File: src/rtl/eim_pkg.sv
package eim_pkg;
    localparam int SEL_W = 4;

    typedef enum logic [SEL_W-1:0] {
        SRC_PA = 4'd0,
        SRC_PB = 4'd1,
        SRC_PC = 4'd2,
        SRC_PD = 4'd3,
        SRC_PE = 4'd4,
        SRC_PH = 4'd5
    } src_code_e;
endpackage

File: src/rtl/eim_sel_regs.sv
module eim_sel_regs #(
    parameter int                N_REGS     = 4,
    parameter int                FIELD_BITS = 16,
    parameter int                DATA_W     = 32,
    parameter int                ADDR_W     = 8,
    parameter logic [ADDR_W-1:0] BASE_ADDR  = 8'h08
) (
    input  logic                         clk,
    input  logic                         rst_n,
    input  logic                         reg_wen,
    input  logic [ADDR_W-1:0]            reg_addr,
    input  logic [DATA_W-1:0]            reg_wdata,
    output logic [DATA_W-1:0]            reg_rdata,
    output logic [N_REGS*FIELD_BITS-1:0] sel_flat
);
    localparam int                IDX_W   = (N_REGS > 1) ? $clog2(N_REGS) : 1;
    localparam logic [ADDR_W-3:0] REG_CNT = N_REGS[ADDR_W-3:0];

    logic [N_REGS-1:0][FIELD_BITS-1:0] regs_q;
    logic [ADDR_W-1:0]                 off;
    logic                              hit;
    logic [IDX_W-1:0]                  idx;

    assign off = reg_addr - BASE_ADDR;
    assign hit = (reg_addr >= BASE_ADDR) && (off[1:0] == 2'b00) && (off[ADDR_W-1:2] < REG_CNT);
    assign idx = off[IDX_W+1:2];

    always_ff @(posedge clk or negedge rst_n) begin
        if (!rst_n) begin
            regs_q <= '0;
        end else if (reg_wen && hit) begin
            regs_q[idx] <= reg_wdata[FIELD_BITS-1:0];
        end
    end

    always_comb begin
        reg_rdata = '0;
        if (hit) begin
            reg_rdata[FIELD_BITS-1:0] = regs_q[idx];
        end
    end

    assign sel_flat = regs_q;
endmodule

File: src/rtl/eim_line_mux.sv
module eim_line_mux
    import eim_pkg::*;
#(
    parameter bit H_OK = 1'b0
) (
    input  logic [SEL_W-1:0] sel,
    input  logic             pin_a,
    input  logic             pin_b,
    input  logic             pin_c,
    input  logic             pin_d,
    input  logic             pin_e,
    input  logic             pin_h,
    output logic             line
);
    always_comb begin
        unique case (sel)
            SRC_PA:  line = pin_a;
            SRC_PB:  line = pin_b;
            SRC_PC:  line = pin_c;
            SRC_PD:  line = pin_d;
            SRC_PE:  line = pin_e;
            SRC_PH:  line = H_OK ? pin_h : 1'b0;
            default: line = 1'b0;
        endcase
    end
endmodule

File: src/rtl/eim_src_mux.sv
module eim_src_mux
    import eim_pkg::*;
#(
    parameter int                 N_LINES     = 16,
    parameter int                 DATA_W      = 32,
    parameter int                 ADDR_W      = 8,
    parameter logic [ADDR_W-1:0]  BASE_ADDR   = 8'h08,
    parameter logic [N_LINES-1:0] H_LINE_MASK = 16'h0603
) (
    input  logic               clk,
    input  logic               rst_n,
    input  logic               reg_wen,
    input  logic [ADDR_W-1:0]  reg_addr,
    input  logic [DATA_W-1:0]  reg_wdata,
    output logic [DATA_W-1:0]  reg_rdata,
    input  logic [N_LINES-1:0] port_a,
    input  logic [N_LINES-1:0] port_b,
    input  logic [N_LINES-1:0] port_c,
    input  logic [N_LINES-1:0] port_d,
    input  logic [N_LINES-1:0] port_e,
    input  logic [N_LINES-1:0] port_h,
    output logic [N_LINES-1:0] line_o
);
    localparam int FIELD_BITS = DATA_W / 2;
    localparam int PER_REG    = FIELD_BITS / SEL_W;
    localparam int N_REGS     = N_LINES / PER_REG;

    logic [N_LINES*SEL_W-1:0] sel_flat;

    eim_sel_regs #(
        .N_REGS    (N_REGS),
        .FIELD_BITS(FIELD_BITS),
        .DATA_W    (DATA_W),
        .ADDR_W    (ADDR_W),
        .BASE_ADDR (BASE_ADDR)
    ) u_regs (
        .clk      (clk),
        .rst_n    (rst_n),
        .reg_wen  (reg_wen),
        .reg_addr (reg_addr),
        .reg_wdata(reg_wdata),
        .reg_rdata(reg_rdata),
        .sel_flat (sel_flat)
    );

    for (genvar li = 0; li < N_LINES; li++) begin : g_line
        eim_line_mux #(
            .H_OK(H_LINE_MASK[li])
        ) u_mux (
            .sel  (sel_flat[li*SEL_W +: SEL_W]),
            .pin_a(port_a[li]),
            .pin_b(port_b[li]),
            .pin_c(port_c[li]),
            .pin_d(port_d[li]),
            .pin_e(port_e[li]),
            .pin_h(port_h[li]),
            .line (line_o[li])
        );
    end
endmodule

File: config.mk
export PLATFORM = sky130hd
export DESIGN_NAME = eim_src_mux
export DESIGN_NICKNAME = d
export VERILOG_FILES = /design/src/rtl/eim_pkg.sv /design/src/rtl/eim_sel_regs.sv /design/src/rtl/eim_line_mux.sv /design/src/rtl/eim_src_mux.sv
export SDC_FILE = /design/constraint.sdc
export NUM_CORES = 1
export LEC_CHECK = 0
export CORE_MARGIN = 2
export CORE_UTILIZATION = 41
export DETAILED_ROUTE_END_ITERATION = 10
export DONT_BUFFER_PORTS = 1
export PLACE_DENSITY = 0.62
export SYNTH_ARGS = -nofsm -noshare
export SYNTH_HDL_FRONTEND = slang
export SYNTH_SLANG_ARGS = --single-unit
File: constraint.sdc
create_clock -name clk -period 2.46 [get_ports clk]
set_input_delay 0.369 -clock clk [delete_from_list [all_inputs] [get_ports clk]]
set_output_delay 0.369 -clock clk [all_outputs]
set_load 0.01 [all_outputs]
==> flow_metrics.py, run 1 <==
metrics = {
    "placed_design": {
        "port_buffers": 0,
        "dp_hpwl_um": 6980,
        "place.gp.congestion": 0.745,
        "placed_cell_area_um2": 4060,
        "placedCellCount": 413,
    },
    "synth": {
        "synth_area_per_cell_um2": 13.6,
        "synth_edf_count": 0,
        "synth-xor-area-share": 0,
        "syn_area_um2": 4100,
        "yosysSeqAreaShare": 0.390,
        "synthCells": 301,
        "muxShareOfSynthArea": 0.401,
        "synthDistinctLibCells": 28,
        "ys_seq_elements": 64,
        "yosysWarnings": 0,
        "synth-compound-area-share": 0.0198,
        "synthSimpleGateAreaFrac": 0.105,
        "synthFlopType": "dfrtp_1",
        "synthAdderAreaFrac": 0.00305,
        "async_flop_share": 1.00,
        "synth_top_family_by_area": "multiplexers",
    },
    "setup_path": {
        "endpoint_kind": "output pin",
        "reg2reg_from": "u_regs.sel_flat[40]",
        "startpoint": "reg_addr[3]",
        "cp.arrival_ns": 1.64,
        "cp_slowest_cell": "o31ai_4",
        "path_cells": "inv_2 -> ha_1 -> o31ai_4 -> buf_4 -> and3_1",
        "startpoint_type": "input pin",
        "worst_ep_required_time_ns": 2.09,
        "critPathMaxFanout": 22,
        "critPathKind": "in -> out",
        "slowest_delay_ns": 0.50,
    },
    "power": {
        "p_sw_mw": 0.655,
        "leakagePower_nw": 2.05,
        "peakVddDrop_uv": 387,
        "power.share.clock": 0.410,
        "comb_power_share": 0.125,
        "power_frac_seq": 0.464,
        "power.internal_mw": 1.87,
        "p_total_mw": 2.53,
        "switching_share": 0.259,
        "powerDensity_nw_per_um2": 584,
    },
    "routing": {
        "dr.pass1.iters": 4,
        "avgViaCountPerCell": 5.63,
        "drt_iter0_markers": 70,
        "postRouteAntennaNets": 0,
        "wl_um": 9580,
        "drc_errors": 0,
        "vias": 2427,
        "wl_per_cell_um": 22.2,
    },
    "cells_and_area": {
        "area_growth_pct": 5.46,
        "multiInputGateArea_um2": 2230,
        "stdcell_count": 431,
        "seq_area_um2": 1600,
        "final_core_util": 0.445,
        "nNetsFinal": 433,
        "drive_above_1_share": 0.426,
        "diodes": 0,
        "fill_cells": 927,
        "design_area_um2": 4330,
        "largest_reg_flops": 64,
    },
    "worst_hold_path": {
        "min_path_type": "in -> reg",
        "hp-start": "reg_wdata[10]",
    },
    "timing": {
        "slew_violations": 0,
        "clock_skew_ns": 0,
        "rsz0062_at_grt": "no",
        "finalCritPeriodShare": 0.815,
        "hold_viol_final": 0,
        "clock.fmax_mhz": 499,
        "tns_ns": 0,
        "period_minus_slack_ns": 2.01,
        "setup_viol": 0,
    },
    "global_route": {
        "grt_overflow_total": 0,
        "grt_pass1_vias": 2654,
        "antenna_found_initial": 0,
        "grt_use_total": 0.181,
        "grt_max_degree": 65,
        "grt_pass1_wl_um": 15100,
    },
    "cts": {
        "insertion_delay_ns": 0.33,
        "cts.reportedPaths.clkPinSlew_ns": 0.08,
        "cts_buffers": 9,
        "h-tree-depth": 3,
        "cts.sinks": 64,
        "clockRootBuffer": "clkbuf_8",
        "clk_path_buf_depth": 2,
        "cts_tree": "yes",
    },
    "floorplanning": {
        "start_util": 0.422,
        "ios": 187,
        "die_y_um": 104,
        "fp.coreArea_um2": 9730,
        "rows": 36,
        "die_w_um": 104,
        "die_area_um2": 10800,
    },
    "outcome": {
        "status": "complete, no violations",
    },
    "run": {
        "cap_violations": 0,
    },
}
==> layout by cell type (no fill, tap or decap), types with 2 or more instances in the layout <==
master and count:
a21oi_1 11, and3_1 16, buf_4 8, bufinv_16 2
clkbuf_8 9, conb_1 16, dfrtp_1 64, inv_6 3
mux2_2 34, mux2_4 30, mux2i_1 9, mux4_2 32
nand2b_1 11, nand3_1 11, nand4_4 3, nor2_1 23
==> power groups by stage <==
| stage | logic, mW | clock network, mW | registers (mW) |
|---|---|---|---|
| floorplan | 0.347 | 0 | 1.17 |
| global placement | 0.286 | 0 | 1.19 |
| detailed placement | 0.291 | 0 | 1.20 |
| CTS | 0.321 | 1.07 | 1.17 |
| global route | 0.344 | 1.12 | 1.18 |
| finish | 0.316 | 1.04 | 1.17 |
==> synthesized netlist by cell type (all sizes together), types with 2 or more instances <==
| cell | n | area share |
|---|---|---|
| mux4 | 32 | 0.18 |
| nand4 | 4 | 0.019 |
| a21oi | 11 | 0.013 |
| nor2 | 23 | 0.021 |
| nand3 | 11 | 0.013 |
| buf | 41 | 0.076 |
| dfrtp | 64 | 0.39 |
| mux2 | 64 | 0.20 |
| inv | 2 | 0.0018 |
| nand2b | 11 | 0.017 |
| and3 | 16 | 0.024 |
| mux2i | 9 | 0.022 |
| clkbuf | 3 | 0.0027 |
==> stage by stage <==
stage / worst slack (ns) / hold WS (ns)
after floorplan: 0.429 / 0.0734
after global placement: 0.436 / 0.0750
after detailed placement: 0.436 / 0.0751
after CTS: 0.432 / 0.147
after global routing: 0.376 / 0.138
final: 0.455 / 0.165
==> worst max-delay path: cells and delay by family <==
family	cells	cell delay, ns
adder cells (fa/ha/maj)	1	0.22
AND/OR/NAND/NOR	1	0.25
buffers and inverters	2	0.28
AO/OA/AOI/OAI	1	0.50
==> metal layers <==
metal	part of all wire	GRT usage	wire (µm)	vias to the layer above
li1	-	-	-	1066
met1	0.41	0.215	3910	1234
met2	0.51	0.316	4880	117
met3	0.075	0.0664	722	10
met4	0.0076	0.0367	73	0
met5	0	0	0	-
==> what timing repair did <==
item / in CTS / in global routing
hold buffers: 2 / 0
setup buffers: 0 / 0
gates resized for setup: 0 / 0
hold endpoints to repair: 64 / 0
==> area by class of cell <==
cell class	count	area share
clock buffers	9	0.0286
clock inverters	7	0.0237
inverters	2	0.00174
multi-input cells	206	0.515
flip-flops and latches	64	0.370
well taps	133	0.0385
repair buffers	10	0.0226
==> kinds of logic after synthesis <==
family	after synthesis
multiplexers	105
other	1
adder cells (fa/ha/maj)	1
AND/OR/NAND/NOR	71
flip-flops	64
buffers and inverters	46
AO/OA/AOI/OAI	13
==> final timing paths <==
kind / slack (ns) / cells after the start / end
setup / recovery: 0.45 / 5 / reg_rdata[5]
hold / removal: 0.17 / 1 / u_regs.sel_flat[58]
setup reg to reg: 1.63 / 1 / u_regs.sel_flat[40]
hold reg to reg: 0.54 / 1 / u_regs.sel_flat[43]
max in group asynchronous: 1.61 / 2 / u_regs.sel_flat[4]
min in group asynchronous: 0.57 / 2 / u_regs.sel_flat[26]
Power figures use the tool's default switching activity.
==> run 2, diff against run 1 <==
- clock period: 2.46 -> 1.9 ns (I/O delays scaled with it)
==> run 2 against run 1 <==
  * Worst hold slack got worse by 0.080 ns
  * Non-clock buffer count did not move
  * First-iteration DRC count rose by 7.1%
  * Sequential share of layout area fell by 0.75 points
==> flow_metrics.py, run 2 (same netlist as run 1, synthesis figures left out) <==
metrics = {
    "outcome": {
        "status": "complete, no violations",
    },
    "cts": {
        "cts_tree": "yes",
        "cts_buffers": 9,
        "cts.reportedPaths.clkPinSlew_ns": 0.08,
        "clockRootBuffer": "clkbuf_8",
        "insertion_delay_ns": 0.33,
        "h-tree-depth": 3,
        "clk_path_buf_depth": 2,
        "cts.sinks": 64,
    },
    "routing": {
        "wl_um": 9630,
        "drt_iter0_markers": 75,
        "drc_errors": 0,
        "dr.pass1.iters": 4,
        "avgViaCountPerCell": 5.71,
        "postRouteAntennaNets": 0,
        "vias": 2460,
        "wl_per_cell_um": 22.3,
    },
    "setup_path": {
        "endpoint_kind": "output pin",
        "worst_ep_required_time_ns": 1.62,
        "path_cells": "mux4_2 -> mux2i_1 -> nor2_1",
        "reg2reg_from": "u_regs.sel_flat[12]",
        "r2r_cells": 1,
        "critPathMaxFanout": 4,
        "cp_slowest_cell": "mux4_2",
        "ff2ff_setup_slack_ns": 1.07,
        "startpoint": "u_regs.sel_flat[52]",
        "slowest_delay_ns": 0.52,
        "critPathKind": "reg -> out",
        "timing.rr.end": "u_regs.sel_flat[12]",
        "startpoint_type": "flop",
        "cp.arrival_ns": 1.53,
    },
    "cells_and_area": {
        "diodes": 0,
        "final_cell_mix": "dfrtp_1 (60), mux2_2 (34), mux4_2 (32)",
        "final_core_util": 0.455,
        "area_growth_pct": 7.99,
        "final_common_cell": "dfrtp_1",
        "largest_reg_flops": 64,
        "drive_above_1_share": 0.443,
        "design_area_um2": 4430,
        "nNetsFinal": 433,
        "stdcell_count": 431,
    },
    "floorplanning": {
        "ios": 187,
        "die_y_um": 104,
        "rows": 36,
        "die_area_um2": 10800,
        "fp.coreArea_um2": 9730,
        "start_util": 0.422,
        "die_w_um": 104,
    },
    "placed_design": {
        "post-place-ws_ns": 0.0749,
        "placedCellCount": 413,
        "placed_cell_area_um2": 4140,
        "port_buffers": 0,
        "dp_hpwl_um": 7100,
        "place.gp.congestion": 0.756,
    },
    "timing": {
        "rsz0062_at_grt": "no",
        "finalCritPeriodShare": 0.953,
        "setup_viol": 0,
        "hold-worst-slack_ns": 0.0854,
        "slew_violations": 0,
        "hold_viol_final": 0,
        "clock.fmax_mhz": 552,
        "tns_ns": 0,
        "clock_skew_ns": 0,
        "worst_slack_ns": 0.0895,
        "period_minus_slack_ns": 1.81,
    },
    "power": {
        "power.share.clock": 0.421,
        "power.internal_mw": 2.54,
        "comb_power_share": 0.126,
        "p_total_mw": 3.35,
        "powerDensity_nw_per_um2": 757,
        "peakVddDrop_uv": 475,
        "p_sw_mw": 0.810,
        "power_frac_seq": 0.454,
        "switching_share": 0.241,
        "leakagePower_nw": 2.09,
    },
    "global_route": {
        "grt_overflow_total": 0,
        "grt_max_degree": 65,
        "grt_pass1_vias": 2642,
        "grt_use_total": 0.183,
        "grt_pass1_wl_um": 15200,
        "antenna_found_initial": 0,
    },
    "worst_hold_path": {
        "min_delay_path_depth": 1,
        "min_path_type": "in -> reg",
        "hp-start": "reg_wdata[10]",
        "hold-path-endpoint": "u_regs.sel_flat[26]",
    },
    "run": {
        "cap_violations": 0,
    },
}
-- run 2: cell types whose count changed in the layout (fill, tap and decap cells not counted), moves of 2 or more --
cell / delta
dfrtp_1: -4
buf_4: -6
dfrtp_2: +4
buf_12: +6
clkinv_2: +2
inv_6: -3
-- run 2: worst max-delay path by stage --
| stage | endpoint | slack [ns] | cells after the start |
|---|---|---|---|
| after floorplan | u_regs.sel_flat[54] | 0.02 | 8 |
| after global placement | u_regs.sel_flat[27] | 0.10 | 7 |
| after detailed placement | u_regs.sel_flat[27] | 0.07 | 7 |
| after CTS | line_o[0] | 0.008 | 3 |
| after global routing | line_o[13] | 0.01 | 3 |
| final | line_o[13] | 0.09 | 3 |
-- run 2: area by class of cell --
cell class	count	area (µm²)
Inverter	2	7.51
Clock inverter	6	108
Multi-Input combinational cell	206	2240
Sequential cell	64	1610
Tap cell	133	166
Timing Repair Buffer	10	173
Fill cell	901	5300
Clock buffer	10	128
-- run 2: metal layers --
metal	vias to the layer above	share of wire	GRT usage	wire (µm)
met3	11	0.091	0.0727	878
met2	120	0.49	0.306	4710
met1	1262	0.41	0.221	3950
met4	0	0.0087	0.0444	84
met5	-	0	0	0
li1	1067	-	-	-
-- run 2: timing repair --
action                                 CTS  global route
pin swaps                                0             0
setup buffers                            0             0
resized for setup                        2             5
setup endpoints to repair                1             4
endpoints found under the hold margin   64             0
hold buffers                             2             0
-- run 2: power groups by stage --
stage               Sequential [mW]  Clock, mW  Combinational, mW
floorplan                      1.52          0              0.450
global placement               1.54          0              0.375
detailed placement             1.55          0              0.383
CTS                            1.52       1.44              0.425
global route                   1.53       1.50              0.459
finish                         1.52       1.41              0.422
-- run 2: critical path: cells and delay by family, from the launching register on --
kind	cells	cell delay, ns
AND/OR/NAND/NOR	1	0.12
multiplexers	2	0.66
flip-flops	1	0.42
==> run 3, diff against run 2 <==
- clock period: 1.9 -> 2.3 ns (I/O delays scaled with it)
==> run 3 against run 2 <==
  * Register-to-register slack gained 0.39 ns
  * Critical endpoint is now reg_rdata[5]
  * Clock power fell by 29%
  * Critical path depth is 2 higher
==> flow_metrics.py, run 3 (same netlist as run 1, synthesis figures left out) <==
metrics = {
    "cells_and_area": {
        "diodes": 0,
        "largest_reg_flops": 64,
        "drive_above_1_share": 0.423,
        "final_cell_mix": "dfrtp_1 (64), mux2_2 (34), mux4_2 (32)",
        "nNetsFinal": 433,
        "design_area_um2": 4330,
        "fill_cells": 919,
        "final_common_cell": "dfrtp_1",
        "area_growth_pct": 5.61,
        "final_core_util": 0.445,
    },
    "setup_path": {
        "cp_slowest_cell": "o31ai_4",
        "r2r_cells": 1,
        "path_buf_inv": 2,
        "critPathKind": "in -> out",
        "worst_ep_required_time_ns": 1.96,
        "endpoint_kind": "output pin",
        "path_cells": "inv_2 -> ha_1 -> o31ai_4 -> buf_4 -> and3_1",
        "critPathMaxFanout": 22,
        "cp.depth": 5,
        "slowest_delay_ns": 0.56,
        "crit_family": "compound AO/OA/AOI/OAI gates",
        "startpoint_type": "input pin",
        "cp.arrival_ns": 1.68,
    },
    "routing": {
        "avgViaCountPerCell": 5.68,
        "wl_met1_um": 3910,
        "drc_errors": 0,
        "wl_per_cell_um": 22.4,
        "highest_layer": "met4",
        "postRouteAntennaNets": 0,
        "dr.pass1.iters": 4,
        "met2_length_um": 4950,
        "met3_wirelength_um": 771,
        "vias": 2448,
        "wl_um": 9660,
        "drt_iter0_markers": 141,
    },
    "placed_design": {
        "post-place-ws_ns": 0.193,
        "port_buffers": 0,
        "placed_cell_area_um2": 4090,
        "dp_hpwl_um": 7100,
        "place.gp.congestion": 0.746,
    },
    "timing": {
        "tns_ns": 0,
        "relSlewSlack": 0.619,
        "clock_skew_ns": 0,
        "clock.fmax_mhz": 494,
        "worst_slack_ns": 0.274,
        "slew_violations": 0,
        "finalCritPeriodShare": 0.881,
        "worst_pin_slew_ns": 0.572,
        "period_minus_slack_ns": 2.03,
        "setup_viol": 0,
        "rsz0062_at_grt": "no",
        "hold_viol_final": 0,
    },
    "cts": {
        "cts.sinks": 64,
        "cts_tree": "yes",
        "clockRootBuffer": "clkbuf_8",
        "cts_buffers": 9,
        "cts.reportedPaths.clkPinSlew_ns": 0.08,
        "insertion_delay_ns": 0.33,
        "post_cts_buffers": 0,
        "h-tree-depth": 3,
        "clk_path_buf_depth": 2,
    },
    "global_route": {
        "grt_pass1_vias": 2648,
        "grt_overflow_total": 0,
        "grt_max_degree": 65,
        "grt_pass1_wl_um": 15200,
        "grt_use_total": 0.182,
        "antenna_found_initial": 0,
    },
    "floorplanning": {
        "ios": 187,
        "die_y_um": 104,
        "die_w_um": 104,
        "fp.coreArea_um2": 9730,
        "start_util": 0.422,
        "die_area_um2": 10800,
        "rows": 36,
    },
    "power": {
        "p_total_mw": 2.59,
        "peakVddDrop_uv": 295,
        "powerDensity_nw_per_um2": 598,
        "leakagePower_nw": 2.05,
    },
    "run": {
        "cap_violations": 0,
    },
    "outcome": {
        "status": "complete, no violations",
    },
    "worst_hold_path": {
        "min_delay_path_depth": 1,
        "min_path_type": "in -> reg",
    },
}
[run 3: metrics by stage]
step | std cells | hold slack (ns)
4_1_cts | 431 | 0.136
6_report | 431 | 0.156
3_5_place_dp | 413 | 0.0511
3_3_place_gp | 413 | 0.0512
5_1_grt | 431 | 0.131
2_1_floorplan | 316 | 0.0494
[run 3: cell type report]
class                      count  area (µm²)  area share
tap                          133         166      0.0384
timing repair buffer          10         123      0.0283
clock inverter                 4        52.6      0.0121
clock buffer                  12         155      0.0358
multi-input combinational    206        2230       0.514
inverter                       2        7.51     0.00173
sequential                    64        1600       0.370
[run 3: per-layer routing]
metal  up-vias  GRT usage
met1      1267      0.228
met2       112      0.312
met5         -          0
met3         4     0.0551
li1       1065          -
met4         0     0.0367
[run 3: repair_timing]
action,CTS,global route
hold endpoints to repair,64,0
hold buffers,2,0
resized for setup,0,0
[run 3: path summary, 6_finish.rpt]
path,startpoint,endpoint,slack [ns]
max,reg_addr[3],reg_rdata[5],0.27
min,reg_wdata[8],u_regs.sel_flat[24],0.16
max reg2reg,u_regs.sel_flat[40],u_regs.sel_flat[40],1.46
min reg2reg,u_regs.sel_flat[43],u_regs.sel_flat[43],0.54
max in group asynchronous,rst_n,u_regs.sel_flat[7],1.46
min in group asynchronous,rst_n,u_regs.sel_flat[24],0.56
[run 3: report_power, final]
part,switching [mW],total [mW],internal (mW)
Sequential,0.0697,1.26,1.19
Combinational,0.147,0.340,0.193
Clock,0.435,0.995,0.560
